## src/rtl/swap_lfsr_pkg.sv

```systemverilog
package swap_lfsr_pkg;

  // Per-cycle commands from control to the datapath
  typedef struct packed {
    logic loadSeed;     // take the external seed
    logic loadDefault;  // take the built-in nonzero seed
    logic advance;      // one shift step
  } genStrobes_t;

endpackage

```

## src/rtl/swap_lfsr_ctrl.sv

```systemverilog
module swap_lfsr_ctrl
  import swap_lfsr_pkg::*;
#(
  parameter int WIDTH = 36
) (
  input  logic             enable,
  input  logic             seedLoad,
  input  logic [WIDTH-1:0] seedValue,
  output genStrobes_t      strobes
);

  logic seedIsZero;

  always_comb begin
    seedIsZero          = (seedValue == '0);
    strobes.loadSeed    = seedLoad && !seedIsZero;
    strobes.loadDefault = seedLoad && seedIsZero;
    // a load always takes priority over stepping
    strobes.advance     = enable && !seedLoad;
  end

endmodule

```

## src/rtl/swap_lfsr_swapnet.sv

```systemverilog
module swap_lfsr_swapnet #(
  parameter int WIDTH = 36
) (
  input  logic             swapSel,
  input  logic [WIDTH-1:0] rawBits,
  output logic [WIDTH-1:0] outBits
);

  localparam int NUM_PAIRS   = (WIDTH - 1) / 2;
  localparam int PAIRED_BITS = 2 * NUM_PAIRS;

  genvar p;
  generate
    for (p = 0; p < NUM_PAIRS; p++) begin : g_pair
      assign outBits[2*p]   = swapSel ? rawBits[2*p+1] : rawBits[2*p];
      assign outBits[2*p+1] = swapSel ? rawBits[2*p]   : rawBits[2*p+1];
    end
    for (p = PAIRED_BITS; p < WIDTH; p++) begin : g_pass
      assign outBits[p] = rawBits[p];
    end
  endgenerate

endmodule

```

## src/rtl/swap_lfsr_core.sv

```systemverilog
module swap_lfsr_core
  import swap_lfsr_pkg::*;
#(
  parameter int               WIDTH        = 36,
  parameter logic [WIDTH-1:0] TAP_MASK     = 36'h801000000,
  parameter logic [WIDTH-1:0] DEFAULT_SEED = 36'h000000001
) (
  input  logic             clk,
  input  logic             rstN,
  input  genStrobes_t      strobes,
  input  logic [WIDTH-1:0] seedValue,
  output logic [WIDTH-1:0] pattern
);

  localparam int MSB = WIDTH - 1;

  logic [WIDTH-1:0] stateQ;
  logic             feedback;

  assign feedback = ^(stateQ & TAP_MASK);

  always_ff @(posedge clk or negedge rstN) begin
    if (!rstN) begin
      stateQ <= DEFAULT_SEED;
    end else if (strobes.loadDefault) begin
      stateQ <= DEFAULT_SEED;
    end else if (strobes.loadSeed) begin
      stateQ <= seedValue;
    end else if (strobes.advance) begin
      stateQ <= {stateQ[MSB-1:0], feedback};
    end
  end

  swap_lfsr_swapnet #(.WIDTH(WIDTH)) swapNet (
    .swapSel (stateQ[MSB]),
    .rawBits (stateQ),
    .outBits (pattern)
  );


  seed_taken_chk: assert property (@(posedge clk) disable iff (!rstN)
    strobes.loadSeed |=> stateQ == $past(seedValue));


  zero_seed_chk: assert property (@(posedge clk) disable iff (!rstN)
    strobes.loadDefault |=> stateQ == DEFAULT_SEED);


  hold_chk: assert property (@(posedge clk) disable iff (!rstN)
    (!strobes.loadSeed && !strobes.loadDefault && !strobes.advance) |=> $stable(stateQ));


  shift_chk: assert property (@(posedge clk) disable iff (!rstN)
    strobes.advance |=> stateQ[MSB:1] == $past(stateQ[MSB-1:0]));


  never_zero_chk: assert property (@(posedge clk) disable iff (!rstN)
    stateQ != '0);


  pass_view_chk: assert property (@(posedge clk) disable iff (!rstN)
    !pattern[MSB] |-> $countones(pattern) == $countones(stateQ));

endmodule

```

## src/rtl/swap_lfsr_gen.sv

```systemverilog
module swap_lfsr_gen
  import swap_lfsr_pkg::*;
#(
  parameter int               WIDTH        = 36,
  parameter logic [WIDTH-1:0] TAP_MASK     = 36'h801000000,
  parameter logic [WIDTH-1:0] DEFAULT_SEED = 36'h000000001
) (
  input  logic             clk,
  input  logic             rstN,
  input  logic             enable,
  input  logic             seedLoad,
  input  logic [WIDTH-1:0] seedValue,
  output logic [WIDTH-1:0] pattern
);

  genStrobes_t strobes;

  swap_lfsr_ctrl #(.WIDTH(WIDTH)) ctrl (
    .enable    (enable),
    .seedLoad  (seedLoad),
    .seedValue (seedValue),
    .strobes   (strobes)
  );

  swap_lfsr_core #(
    .WIDTH        (WIDTH),
    .TAP_MASK     (TAP_MASK),
    .DEFAULT_SEED (DEFAULT_SEED)
  ) core (
    .clk       (clk),
    .rstN      (rstN),
    .strobes   (strobes),
    .seedValue (seedValue),
    .pattern   (pattern)
  );


  load_wins_chk: assert property (@(posedge clk) disable iff (!rstN)
    (seedLoad && enable && seedValue != '0) |=> pattern[WIDTH-1] == $past(seedValue[WIDTH-1]));

endmodule

```

## config.mk

```make
export PLATFORM = sky130hd
export DESIGN_NAME = swap_lfsr_gen
export DESIGN_NICKNAME = d
export VERILOG_FILES = /design/src/rtl/swap_lfsr_pkg.sv /design/src/rtl/swap_lfsr_ctrl.sv /design/src/rtl/swap_lfsr_swapnet.sv /design/src/rtl/swap_lfsr_core.sv /design/src/rtl/swap_lfsr_gen.sv
export SDC_FILE = /design/constraint.sdc
export NUM_CORES = 1
export LEC_CHECK = 0
export BUFFER_PORTS_ARGS = -buffer_cell sky130_fd_sc_hd__buf_4
export CORE_MARGIN = 4
export CORE_UTILIZATION = 50
export CTS_CLUSTER_SIZE = 10
export DETAILED_ROUTE_END_ITERATION = 10
export PLACE_DENSITY = 0.83
export SETUP_SLACK_MARGIN = 0.15
export SYNTH_ARGS = -nofsm -noshare
export SYNTH_HDL_FRONTEND = slang
export SYNTH_SLANG_ARGS = --single-unit
export TNS_END_PERCENT = 5
```

## constraint.sdc

```tcl
create_clock -name clk -period 1.6 [get_ports clk]
set_clock_uncertainty 0.15 [all_clocks]
set_input_delay 0.16 -clock clk [delete_from_list [all_inputs] [get_ports clk]]
set_output_delay 0.16 -clock clk [all_outputs]
set_load 0.02 [all_outputs]
```

==> run summary <==
critical path data required time: 1.29 ns
Area Growth Syn to Fin: 53.9%
Post-synth top cells: nand2_1, dfrtp_1, mux2_2, mux2i_1, o21ai_1
Synth area leader: dfrtp_1
antenna-violating nets left: 0
CP Launch Type: flip-flop
Leakage: 1.59 nW
Via density: 5.62
worst min path class: in2reg
Die Wd: 74.2 µm
CP arrival: 1.41 ns
worst hold margin: 0.0176 ns
die area: 5500 µm²
Sw Ratio: 33.4%
initial DRC count: 156
clk_lat worst skew: 0.29 ns
Ant. Diodes: 0
Post-synth EDFFs: 0
CORE AREA: 4120 µm²
worst slew pin tran: 0.462 ns
critical path class: reg2out
Final min period: 1.72 ns
first-pass GRT wire length: 9980 µm
# Max-Cap Violations: 0
largest registers: core.stateQ: 36 flops
Post-Syn Nets: 251
clock slew at reported path FFs: 0.07 ns
post-synth top area share: 40.0%
Internal: 1.92 mW
fmax: 581 MHz
Final WS setup: -0.120 ns
Fin. Hold Viols: 0
Avg WL per Cell: 18.2 µm
Worst Path Max Fanout: 18
port buffer count: 75
flops & latches, synth: 36
Place WS: 0.168 ns
CP endpoint kind: output pin
Setup Buffers After CTS: 0
sequential share of power: 38.8%
initial antenna violation count: 0
ys flop type: dfrtp_1
asr flop ratio synth: 100%
vias in the first global route: 2,079
largest net degree at the start of global routing: 37
part of the power in combinational logic: 39.3%
synth top area cells: dfrtp_1, mux2_2, mux2i_1
clock network fraction of design power: 22.0%
fin crit share: 108%
Non-Filler Instances: 369
Final nets: 358
Sink Count: 36
Cell Area, Placed: 2790 µm²
Synth cell types: 21
Mapped Cells: 211
initial core utilization: 53.2%
final setup fails: 34
share of layout cells above drive strength 1: 41.1%
synth warn: 0
Tot GR Track Use: 24.1%
die height: 74.2 µm
CTS tree: built
cell area after layout: 3370 µm²
DRC: 0
Root Driver: clkbuf_8
top-count cell post-synth: nand2_1
clk buf depth: 2
FP Rows: 23
Sw Pwr: 0.960 mW
Biggest register: core.stateQ
Worst slew margin: 69.2%
GPL Wtd Cong: 0.839
Seq/Total Area, Yosys: 41.2%
post-DP HPWL: 3950 µm
status: complete, but fails checks
Mapped Avg Cell Area: 10.4 µm²
number of flip-flops in the largest register: 36
H-Tree Depth: 2
CTS buffer count: 5
Post-Syn Area: 2190 µm²
failing checks: negative setup slack
Final Slew Violations: 0
RSZ-0062 raised after global routing: yes
Detailed Routing Iterations Pass 1: 6
io pins: 76
power density over cell area: 854 nW/µm²
DRT Wirelength: 6700 µm
placed insts: 324
maximum vdd drop: 0.552 mV
grt ovf: 0
Vias: 2,074
-- per-layer routing --
| layer | GRT usage, % | vias to the layer above | routed length, µm |
|---|---|---|---|
| met4 | 7.65 | 0 | 168 |
| met1 | 29.0 | 1028 | 2640 |
| li1 | - | 970 | - |
| met3 | 5.95 | 15 | 350 |
| met5 | 0 | - | 0 |
| met2 | 42.2 | 61 | 3540 |
-- final cells by class --
class / instances / area [µm²]
multi-input cells: 157 / 1240
clock inverters: 1 / 5.00
repair buffers: 118 / 1070
clock buffers: 7 / 76.3
fillers: 254 / 748
flip-flops and latches: 36 / 903
well taps: 50 / 62.6
-- path summary, 6_finish.rpt --
kind / slack, ns / depth (start not counted) / endpoint / start
min in group asynchronous: 0.21 / 2 / core.stateQ[20]$_DFFE_PN0P_ / rstN
worst min-delay path: 0.02 / 4 / core.stateQ[0]$_DFFE_PN1P_ / seedValue[8]
max in group asynchronous: 0.74 / 2 / core.stateQ[35]$_DFFE_PN0P_ / rstN
worst max-delay path: -0.12 / 3 / pattern[1] / core.stateQ[35]$_DFFE_PN0P_
worst min register to register: 0.46 / 2 / core.stateQ[9]$_DFFE_PN0P_ / core.stateQ[8]$_DFFE_PN0P_
worst max register to register: 0.25 / 4 / core.stateQ[0]$_DFFE_PN1P_ / core.stateQ[35]$_DFFE_PN0P_
-- per-stage QoR --
| step | utilization, % | total power, mW | setup TNS, ns |
|---|---|---|---|
| after floorplan | - | 1.68 | 0 |
| after global placement | 67.7 | 2.05 | 0 |
| after detailed placement | 67.7 | 2.08 | 0 |
| after CTS | 80.5 | 2.82 | -3.96 |
| after global routing | 81.8 | 3.00 | -4.07 |
| final | 81.8 | 2.87 | -2.87 |
-- power groups by stage --
stage | clock network [mW] | logic [mW] | registers (mW)
after floorplan | 0 | 0.587 | 1.09
after global placement | 0 | 0.936 | 1.11
after detailed placement | 0 | 0.955 | 1.12
after CTS | 0.628 | 1.09 | 1.11
after global routing | 0.676 | 1.20 | 1.13
final | 0.632 | 1.13 | 1.11
-- worst max-delay path: stages (launching register included) --
cell	delay, ns
dfrtp_2	0.41
buf_12	0.17
mux2_2	0.37
buf_4	0.16
-- layout by cell type (no fill, tap or decap), types with 3 or more instances in the layout --
| master | Yosys | layout |
|---|---|---|
| nor4_2 | 4 | 6 |
| o21ai_0 | 15 | 15 |
| mux2i_1 | 34 | 34 |
| mux2_4 | 0 | 10 |
| dfrtp_1 | 35 | 34 |
| nand2_1 | 36 | 36 |
| buf_6 | 2 | 15 |
| buf_4 | 7 | 63 |
| clkbuf_8 | 0 | 5 |
| o21ai_1 | 19 | 19 |
| dlygate4sd3_1 | 0 | 36 |
| mux2_2 | 34 | 24 |
| buf_12 | 0 | 3 |
-- repair_timing --
item,in CTS,in global routing
setup endpoints to repair,34,36
hold endpoints to repair,71,0
resized for setup,20,12
hold buffers,37,0
pin swaps,0,3
-- kinds of logic after synthesis --
kind of cell              count (synthesis)  synth area share (%)
AOI/OAI and AO/OA                        37                  8.92
xor gates and xnor gates                  1                 0.400
buffers and inverters                    18                  5.09
DFF                                      36                  41.2
muxes                                    68                  33.0
and+or+nand+nor                          51                  11.3
Note: power is estimated with default switching activity, not from simulation.
